--- config.mk ---
export PLATFORM = sky130hd
export DESIGN_NAME = hsclk_gen
export DESIGN_NICKNAME = d
export VERILOG_FILES = /design/src/rtl/hsclk_pkg.sv /design/src/rtl/hsclk_accum.sv /design/src/rtl/hsclk_edge.sv /design/src/rtl/hsclk_gen.sv
export SDC_FILE = /design/constraint.sdc
export NUM_CORES = 1
export LEC_CHECK = 0
export BUFFER_PORTS_ARGS = -buffer_cell sky130_fd_sc_hd__buf_2
export CAP_MARGIN = 20
export CORE_MARGIN = 3
export CORE_UTILIZATION = 51
export DETAILED_ROUTE_END_ITERATION = 6
export PLACE_DENSITY = 0.81
export SLEW_MARGIN = 25
export SYNTH_ARGS = -nofsm -noshare
export SYNTH_HDL_FRONTEND = slang
export SYNTH_SLANG_ARGS = --single-unit
--- constraint.sdc ---
create_clock -name clk -period 3.1 [get_ports clk]
set_clock_uncertainty 0.2 [all_clocks]
set_input_delay 0.155 -clock clk [delete_from_list [all_inputs] [get_ports clk]]
set_output_delay 0.155 -clock clk [all_outputs]
set_load 0.03 [all_outputs]
--- src/rtl/hsclk_pkg.sv ---
package hsclk_pkg;
  typedef enum logic [1:0] {
    EV_NONE  = 2'd0,
    EV_LEAD  = 2'd1,
    EV_TRAIL = 2'd2
  } clk_ev_e;
endpackage

--- src/rtl/hsclk_accum.sv ---
module hsclk_accum
  import hsclk_pkg::*;
#(
  parameter int ACC_W  = 11,
  parameter int WORD_W = 16
) (
  input  logic              clk,
  input  logic              rst_n,
  input  logic              active,
  input  logic              dbl_rate,
  input  logic              wrap_clear,
  input  logic [WORD_W-1:0] freq_word,
  output clk_ev_e           edge_ev
);
  localparam int SW = ACC_W + 2;
  localparam logic [SW-1:0] SPAN_N = SW'(1 << ACC_W);
  localparam logic [SW-1:0] SPAN_D = SW'(1 << (ACC_W - 1));
  localparam logic [SW-1:0] HALF_N = SW'(1 << (ACC_W - 1));
  localparam logic [SW-1:0] HALF_D = SW'(1 << (ACC_W - 2));

  logic [ACC_W-1:0]  acc_q, acc_d;
  logic [SW-1:0]     span_sel, half_sel, w_eff, sum;
  logic [WORD_W-1:0] half_w;
  clk_ev_e           ev_d;

  always_comb begin
    span_sel = dbl_rate ? SPAN_D : SPAN_N;
    half_sel = dbl_rate ? HALF_D : HALF_N;
    half_w   = WORD_W'(half_sel);
    // rate word saturates at the half-span threshold
    w_eff    = (freq_word > half_w) ? half_sel : SW'(freq_word);
    sum      = {2'b00, acc_q} + w_eff;
  end

  always_comb begin
    acc_d = acc_q;
    ev_d  = EV_NONE;
    if (!active) begin
      acc_d = '0;
    end else if (sum >= span_sel) begin
      ev_d  = EV_TRAIL;
      acc_d = wrap_clear ? '0 : ACC_W'(sum - span_sel);
    end else begin
      if (({2'b00, acc_q} < half_sel) && (sum >= half_sel)) ev_d = EV_LEAD;
      acc_d = ACC_W'(sum);
    end
  end

  always_ff @(posedge clk or negedge rst_n) begin
    if (!rst_n) acc_q <= '0;
    else        acc_q <= acc_d;
  end

  assign edge_ev = ev_d;

  assert_acc_cleared_R1: assert property (@(posedge clk) disable iff (!rst_n)
    !active |=> (acc_q == '0));

  assert_no_edge_idle_R8: assert property (@(posedge clk) disable iff (!rst_n)
    !active |-> (edge_ev == EV_NONE));
endmodule

--- src/rtl/hsclk_edge.sv ---
module hsclk_edge
  import hsclk_pkg::*;
(
  input  logic    clk,
  input  logic    rst_n,
  input  logic    active,
  input  logic    cpha,
  input  clk_ev_e edge_ev,
  output logic    phase_q,
  output logic    launch_q,
  output logic    latch_q
);
  logic phase_d, launch_d, latch_d, lead, trail;

  always_comb begin
    lead     = active && (edge_ev == EV_LEAD);
    trail    = active && (edge_ev == EV_TRAIL);
    phase_d  = phase_q;
    if (!active)   phase_d = 1'b0;
    else if (lead) phase_d = 1'b1;
    else if (trail) phase_d = 1'b0;
    launch_d = cpha ? lead : trail;
    latch_d  = cpha ? trail : lead;
  end

  always_ff @(posedge clk or negedge rst_n) begin
    if (!rst_n) begin
      phase_q  <= 1'b0;
      launch_q <= 1'b0;
      latch_q  <= 1'b0;
    end else begin
      phase_q  <= phase_d;
      launch_q <= launch_d;
      latch_q  <= latch_d;
    end
  end

  assert_strobe_excl_R6: assert property (@(posedge clk) disable iff (!rst_n)
    $onehot0({launch_q, latch_q}));

  assert_strobe_on_edge_R7: assert property (@(posedge clk) disable iff (!rst_n)
    (launch_q || latch_q) |-> (phase_q != $past(phase_q)));

  assert_launch_width_R7: assert property (@(posedge clk) disable iff (!rst_n)
    launch_q |=> !launch_q);

  assert_latch_width_R7: assert property (@(posedge clk) disable iff (!rst_n)
    latch_q |=> !latch_q);
endmodule

--- src/rtl/hsclk_gen.sv ---
module hsclk_gen
  import hsclk_pkg::*;
#(
  parameter int ACC_W  = 11,
  parameter int WORD_W = 16
) (
  input  logic              clk,
  input  logic              rst_n,
  input  logic              run,
  input  logic [WORD_W-1:0] freq_word,
  input  logic              wrap_clear,
  input  logic              dbl_rate,
  input  logic              cpol,
  input  logic              cpha,
  output logic              sclk,
  output logic              launch_stb,
  output logic              latch_stb
);
  logic    active, phase_q;
  clk_ev_e edge_ev;

  assign active = run && (freq_word != '0);

  hsclk_accum #(.ACC_W(ACC_W), .WORD_W(WORD_W)) u_accum (
    .clk        (clk),
    .rst_n      (rst_n),
    .active     (active),
    .dbl_rate   (dbl_rate),
    .wrap_clear (wrap_clear),
    .freq_word  (freq_word),
    .edge_ev    (edge_ev)
  );

  hsclk_edge u_edge (
    .clk      (clk),
    .rst_n    (rst_n),
    .active   (active),
    .cpha     (cpha),
    .edge_ev  (edge_ev),
    .phase_q  (phase_q),
    .launch_q (launch_stb),
    .latch_q  (latch_stb)
  );

  // polarity applied after the phase register
  assign sclk = cpol ^ phase_q;

  assert_idle_quiet_R1: assert property (@(posedge clk) disable iff (!rst_n)
    !run |=> (!launch_stb && !latch_stb && (sclk == cpol)));

  assert_zero_word_R8: assert property (@(posedge clk) disable iff (!rst_n)
    (freq_word == '0) |=> (!launch_stb && !latch_stb));
endmodule

Word level (Yosys, flattened, before mapping)
Cells that the tools add are included.

Muxes and demuxes: 14. Bitwise operators: 1. Reductions and logical operators: 5. Add/sub/neg operators: 2. Equality and inequality tests: 3. Magnitude comparators: 4.

Operator list (number): 11-bit 2-to-1 mux (4); 16-bit by 13-bit greater-than comparator with 1-bit output (1); 16-bit nonzero test (1); 11-bit by 13-bit adder with 13-bit output (1); 13-bit by 11-bit >= comparator with 1-bit output (1); 13-bit by 12-bit >= comparator with 1-bit output (1); 11-bit by 13-bit less-than comparator with 1-bit output (1); 13-bit 2-to-1 mux (1); 12-bit 2-to-1 mux (1); 11-bit subtractor (1); 1-bit 2-to-1 mux (6); 1-bit logical AND (4); 2-bit 2-to-1 mux (2); 3-bit by 1-bit != test with 1-bit output (second input constant) (1); 2-bit by 1-bit equality test with 1-bit output (second input constant) (1); 2-bit equality test (second input constant) (1); 1-bit bitwise XOR (1).

Register bits: 14. Word-level logic and storage cells: 33.

Depth between registers and ports, before layout
Depth after elaboration: 14. Depth in mapped cells: 22. Mapped depth without buffers: 21.

Cells and area by module
Synthesis repeated with hierarchy kept, for this count alone.

Cells, all modules: 157. Area total of the unflattened synthesis: 1392.6 um2.

Modules (own cells, without submodules): hsclk_accum (area an instance 1218.7 um2, seq. area each 275.3 um2, cells each 139, instances 1); hsclk_edge (area an instance 127.6 um2, seq. area each 75.1 um2, cells each 11, instances 1); hsclk_gen (area an instance 46.3 um2, seq. area each 0.0 um2, cells each 7, instances 1).

Worst setup path after synthesis
No wires, ideal clock.

Kind: input-to-reg. Start: input freq_word[10]. End: register u_accum.acc_q[10]. Stages: 19. Required time: 2821 ps. Arrival: 3714 ps. Library setup time: 79 ps. Setup slack: -893 ps. Path buffers: 2. Path through: ha_1 nor2b_1 o32a_1 nor2_1 clkbuf_1 and2_1 ha_1 inv_1 fa_1 nand2b_1 a21o_1 a31oi_1 o31ai_1 xnor2_1 ha_1 nand3b_1 o21ai_2 buf_6 mux2i_1.

Longest elaborated chain between the ends: 7. Elaborated cells on any way between the ends: 10. Classes of those cells: add/sub (2); order compare (2); mux (4); reduce/logical (2).

Ends and longest elaborated chain: start, declared (line hsclk_gen.sv:10) `input logic [WORD_W-1:0] freq_word,`; 16-bit by 13-bit greater-than comparator with 1-bit output (line hsclk_accum.sv:31) `w_eff = (freq_word > half_w) ? half_sel : SW'(freq_word);`; 13-bit 2-to-1 mux (line hsclk_accum.sv:31); 11-bit by 13-bit adder with 13-bit output (line hsclk_accum.sv:32) `sum = {2'b00, acc_q} + w_eff;`; 11-bit subtractor (line hsclk_accum.sv:42) `acc_d = wrap_clear ? '0 : ACC_W'(sum - span_sel);`; 11-bit 2-to-1 mux (line hsclk_accum.sv:42); 11-bit 2-to-1 mux (line hsclk_accum.sv:40) `end else if (sum >= span_sel) begin`; 11-bit 2-to-1 mux (*) (line hsclk_accum.sv:38) `if (!active) begin`; net u_accum.acc_d[10] (line hsclk_accum.sv:21) `logic [ACC_W-1:0] acc_q, acc_d;`; end signal, assigned (line hsclk_accum.sv:50) `if (!rst_n) acc_q <= '0;`; end signal, assigned (line hsclk_accum.sv:51) `else acc_q <= acc_d;`; end, declared (line hsclk_accum.sv:21).

The timed path passes the listed nets; every way through them passes the cells marked *. A chain may end at the register's enable or synchronous reset.

Worst setup path after layout
Start: input freq_word[11]. End: register u_edge.latch_q.

Longest elaborated chain between the ends: 11. Elaborated cells on any way between the ends: 16. Classes of those cells: add/sub (1); order compare (3); eq/ne (2); mux (5); reduce/logical (5).

Ends and longest elaborated chain: 16-bit by 13-bit greater-than comparator with 1-bit output (line hsclk_accum.sv:31); 13-bit 2-to-1 mux (line hsclk_accum.sv:31); 11-bit by 13-bit adder with 13-bit output (line hsclk_accum.sv:32); 13-bit by 11-bit >= comparator with 1-bit output (line hsclk_accum.sv:44) `if (({2'b00, acc_q} < half_sel) && (sum >= half_sel)) ev_d = EV_LEAD;`; 1-bit logical AND (line hsclk_accum.sv:44); 1-bit 2-to-1 mux (line hsclk_accum.sv:44); 2-bit 2-to-1 mux (line hsclk_accum.sv:40); 2-bit 2-to-1 mux (line hsclk_accum.sv:38); 2-bit by 1-bit equality test with 1-bit output / 2-bit equality test (equally long branches) (line hsclk_edge.sv:16, hsclk_edge.sv:17); 1-bit logical AND, on equally long branches (line hsclk_edge.sv:16, hsclk_edge.sv:17); 1-bit 2-to-1 mux (*) (line hsclk_edge.sv:23) `latch_d = cpha ? trail : lead;`; net u_edge.latch_d (line hsclk_edge.sv:13) `logic phase_d, launch_d, latch_d, lead, trail;`; end signal, assigned (line hsclk_edge.sv:34) `latch_q <= latch_d;`; end, declared (line hsclk_edge.sv:11) `output logic latch_q`.

Marked as above.

==> results.md <==
- Post-layout util: between 90% and 100%
- Share of layout cells above drive strength 1: 51.9%
- Top post-synthesis cells by area: dfrtp_1 (24%), ha_1 (15%), a21oi_1 (5.8%)
- VDD IR-drop max: ~0.00057 V
- Drt via density: between 7 and 8
- # H-tree levels: 1
- Crit-path max FO: 2
- Starting DRT DRC Count: between 300 and 400
- Fin cells: 296
- Seq/Total Area, Yosys: a little under a quarter
- Met1 usage: 41.7%
- Synth area leader: dfrtp_1
- GR Util met2: 64.4%
- Mean post-synth cell area: between 8 and 9 sq um
- Worst Slack Setup Final: -848 ps
- Die ar.: 3570 sq um
- Unrepaired setup endpoints after global routing: true
- Endpoints failing hold: 0
- Yosys reg bits: 14
- Layout Nets: 309
- Tcrit/Tclk final: 127%
- WP data required: around 3100 ps
- DIE HEIGHT: between 50 and 60 um
- Number of flops mapped to enable cells by yosys: 0
- Die Wd: about 60 um
- Crit Path Class: in2reg
- Arr. time, crit path: a little under 4000 ps
- Failing checks: design-rule violations, negative setup slack
- CP endpoint kind: register
- Rows: 18
- Yosys top cell area share: a little under a quarter
- Share of total power in the clock network: around 14%
- Initial antenna violation count: 0
- Routed wire length: approximately 8.3 mm
- CTS tree: yes
- IO Port Bufs: 25
- Highest achievable clock rate: roughly 0.25 GHz
- Placed Instances: around 280
- Synth unique cells: 51
- Number of global-route vias before repair: slightly above 2000
- Startpoint class of the critical path: input port
- Sw Share: between 40% and 50%
- Antenna Nets Post-Route: 0
- Worst hold slack: slightly below 80 ps
- Hold crit path type: in2async
- Outcome: finished, violations left
- Async SR Flop Fraction: between 90% and 100%
- Highest cell delay on the worst timing path: 520 ps
- Pin count of the biggest net entering global routing: 15
- Total CTS buffers: 3
- Final Setup Violations: 14
- Core Area: about 2600 sq um
- Clk slew on worst S/H paths: 140 ps
- ANT cells: 0
- Cell mode on critical path: buf_4
- Max stage delay cell, worst path: nor4_1
- # Max-Cap Violations: 0
- Slew HR: between 40% and 50%
- # DRC: 1
- PD cells: 476 nW/um^2
- Routing usage on met3: under 10%
- Root Buffer: clkbuf_4
- Total negative setup slack: -10630 ps
- Int Pwr: around 0.64 mW
- Max Slew Vio Count: 0
- Initial Util: 56.5%
- Post-Syn Instances: roughly 180
- Post-synth top flop: dfrtp_1
- Post-Syn Area: 1480 sq um
- WL/cell: around 28 um
- Leakage: roughly 1.2 nW
- Clk buf depth: 2
- Post-synth net total: 219
- Setup WS pre-CTS: -1120 ps
- Overflow after GRT: 0
- Clock Latency Late Sink: approximately 330 ps
- Clock Sinks: 14
- Flop pwr share: 18.7%
- Layout area overhead: 69.1%
- Psw: 0.552 mW
- Final min period: between 3000 and 4000 ps
- First-pass GRT wire length: slightly below 10 mm
- I/O pin cnt: 26
- GP Congestion: ~0.94
- GRT Overall Usage: a little over a third
- Worst-path cell chain: buf_2 > nor4_4 > nand3_1 > o32a_1 > nor2_2 > and2_4 > ha_4 > inv_2 > fa_2 > buf_4 > xnor2_1 > nor3b_1 > nand3_1 > buf_4 > buf_4 > buf_4 > nor4_1 > nand4_1 > o211ai_1
- Grt peak-use layer: met2
- Drt first pass iters: 7
- Dpl hpwl: 3.67 mm
- Via count: ~2200
- Gate power share: between 60% and 70%
- YS warnings: 0
- Least-Margin Pin Slew: ~840 ps
## routing by layer
| layer | wire [um] | share of wire (%) |
|---|---|---|
| met1 | 2660 | 32 |
| met2 | 3710 | 44 |
| met3 | 1070 | 13 |
| met4 | 908 | 11 |
| met5 | 0 | 0 |
## cell usage in the layout, fill, tap and decap left out, types with 2 or more instances in the layout
master and instances:
inv_1 11, dfrtp_1 14, o21ai_0 2, a211oi_2 4, a21o_1 5, ha_1 12
a21oi_1 9, o211ai_1 3, ha_4 6, and2_1 7, buf_6 11, o21a_1 2
nor3_2 2, buf_4 55, nor2_1 6, nand3b_1 2, xnor2_1 4, o21ai_2 2
a21oi_4 2, dlygate4sd3_1 3, nor3b_1 3, buf_2 21, nand2_1 13, a21oi_2 6
nand3_1 7, a31oi_1 2, mux2i_1 2, clkbuf_4 3, o41a_1 2, inv_2 2
nor4_4 2, o21ai_1 2, nor3_1 3
## synth_stat cells, types with 2 or more instances
| cell | number |
|---|---|
| and2_1 | 8 |
| o211ai_1 | 3 |
| o21ai_0 | 5 |
| o41a_1 | 2 |
| mux2i_1 | 2 |
| o21a_1 | 2 |
| a211oi_1 | 4 |
| xnor2_1 | 4 |
| a21oi_1 | 17 |
| a31oi_1 | 3 |
| nor3_1 | 5 |
| ha_1 | 18 |
| nor3b_1 | 4 |
| nor2_1 | 7 |
| dfrtp_1 | 14 |
| nand3b_1 | 2 |
| inv_1 | 14 |
| nand3_1 | 8 |
| nand2b_1 | 2 |
| nand2_1 | 14 |
| a21o_1 | 5 |
| nor4_1 | 3 |
| o2111ai_1 | 2 |
| clkbuf_1 | 2 |
## worst paths after layout
kind                                            start                          to  slack, ps  cells past startpoint
max                                     freq_word[11]    u_edge.latch_q$_DFF_PN0_       -850                     19
min                                             rst_n  u_accum.acc_q[0]$_DFF_PN0_         80                      2
max reg2reg                u_accum.acc_q[0]$_DFF_PN0_    u_edge.latch_q$_DFF_PN0_       -300                     13
min reg2reg                u_edge.phase_q$_DFFE_PN0P_  u_edge.phase_q$_DFFE_PN0P_        400                      2
max in group asynchronous                       rst_n    u_edge.latch_q$_DFF_PN0_       2330                      2
min in group clk                           wrap_clear  u_accum.acc_q[2]$_DFF_PN0_        110                      2
## critical path: cells and delay by family
family	cells	cell delay (ps)
compound gates	2	400
xor+xnor	1	120
fa+ha+maj	2	490
buf+inv	6	750
simple gates	8	2050
## timing repair
action	CTS	global route
buffers inserted	8	5
cloned	0	0
hold buffers	3	0
endpoints found under the setup margin	14	14
hold endpoints to repair	17	0
pin swaps	23	7
resized for setup	47	11
## cell families after synthesis
| family | after synthesis | synth area share, % |
|---|---|---|
| compound gates | 56 | 26.8 |
| buf+inv | 19 | 5.43 |
| xor+xnor | 5 | 2.97 |
| flops | 14 | 23.7 |
| simple gates | 61 | 22.3 |
| fa+ha+maj | 19 | 16.6 |
| mux | 3 | 2.12 |
## power by group through the flow
stage	logic (mW)	registers [mW]	clock network, mW
after floorplan	0.283	0.237	0
after CTS	0.644	0.219	0.146
after detailed placement	0.487	0.222	0
final	0.797	0.222	0.169
after global placement	0.465	0.221	0
after global routing	0.809	0.222	0.176
## flip-flops by register name (all words and copies together), names as in the netlist
register         flops
u_edge.launch_q      1
u_edge.latch_q       1
u_edge.phase_q       1
u_accum.acc_q       11
## layout make-up
type | count | area (sq um)
tap | 30 | 37.5
multi-input combinational | 144 | 1340
sequential | 14 | 350
inverter | 14 | 55.1
fill | 64 | 118
clock buffer | 4 | 36.3
timing repair buffer | 90 | 672
## metrics by stage
step,total power [mW],instance area [sq um]
after global routing,1.21,2490
after floorplan,0.520,1530
final,1.19,2490
after detailed placement,0.709,2020
after global placement,0.686,2020
after CTS,1.01,2390
Note: power is estimated with default switching activity, not from simulation.
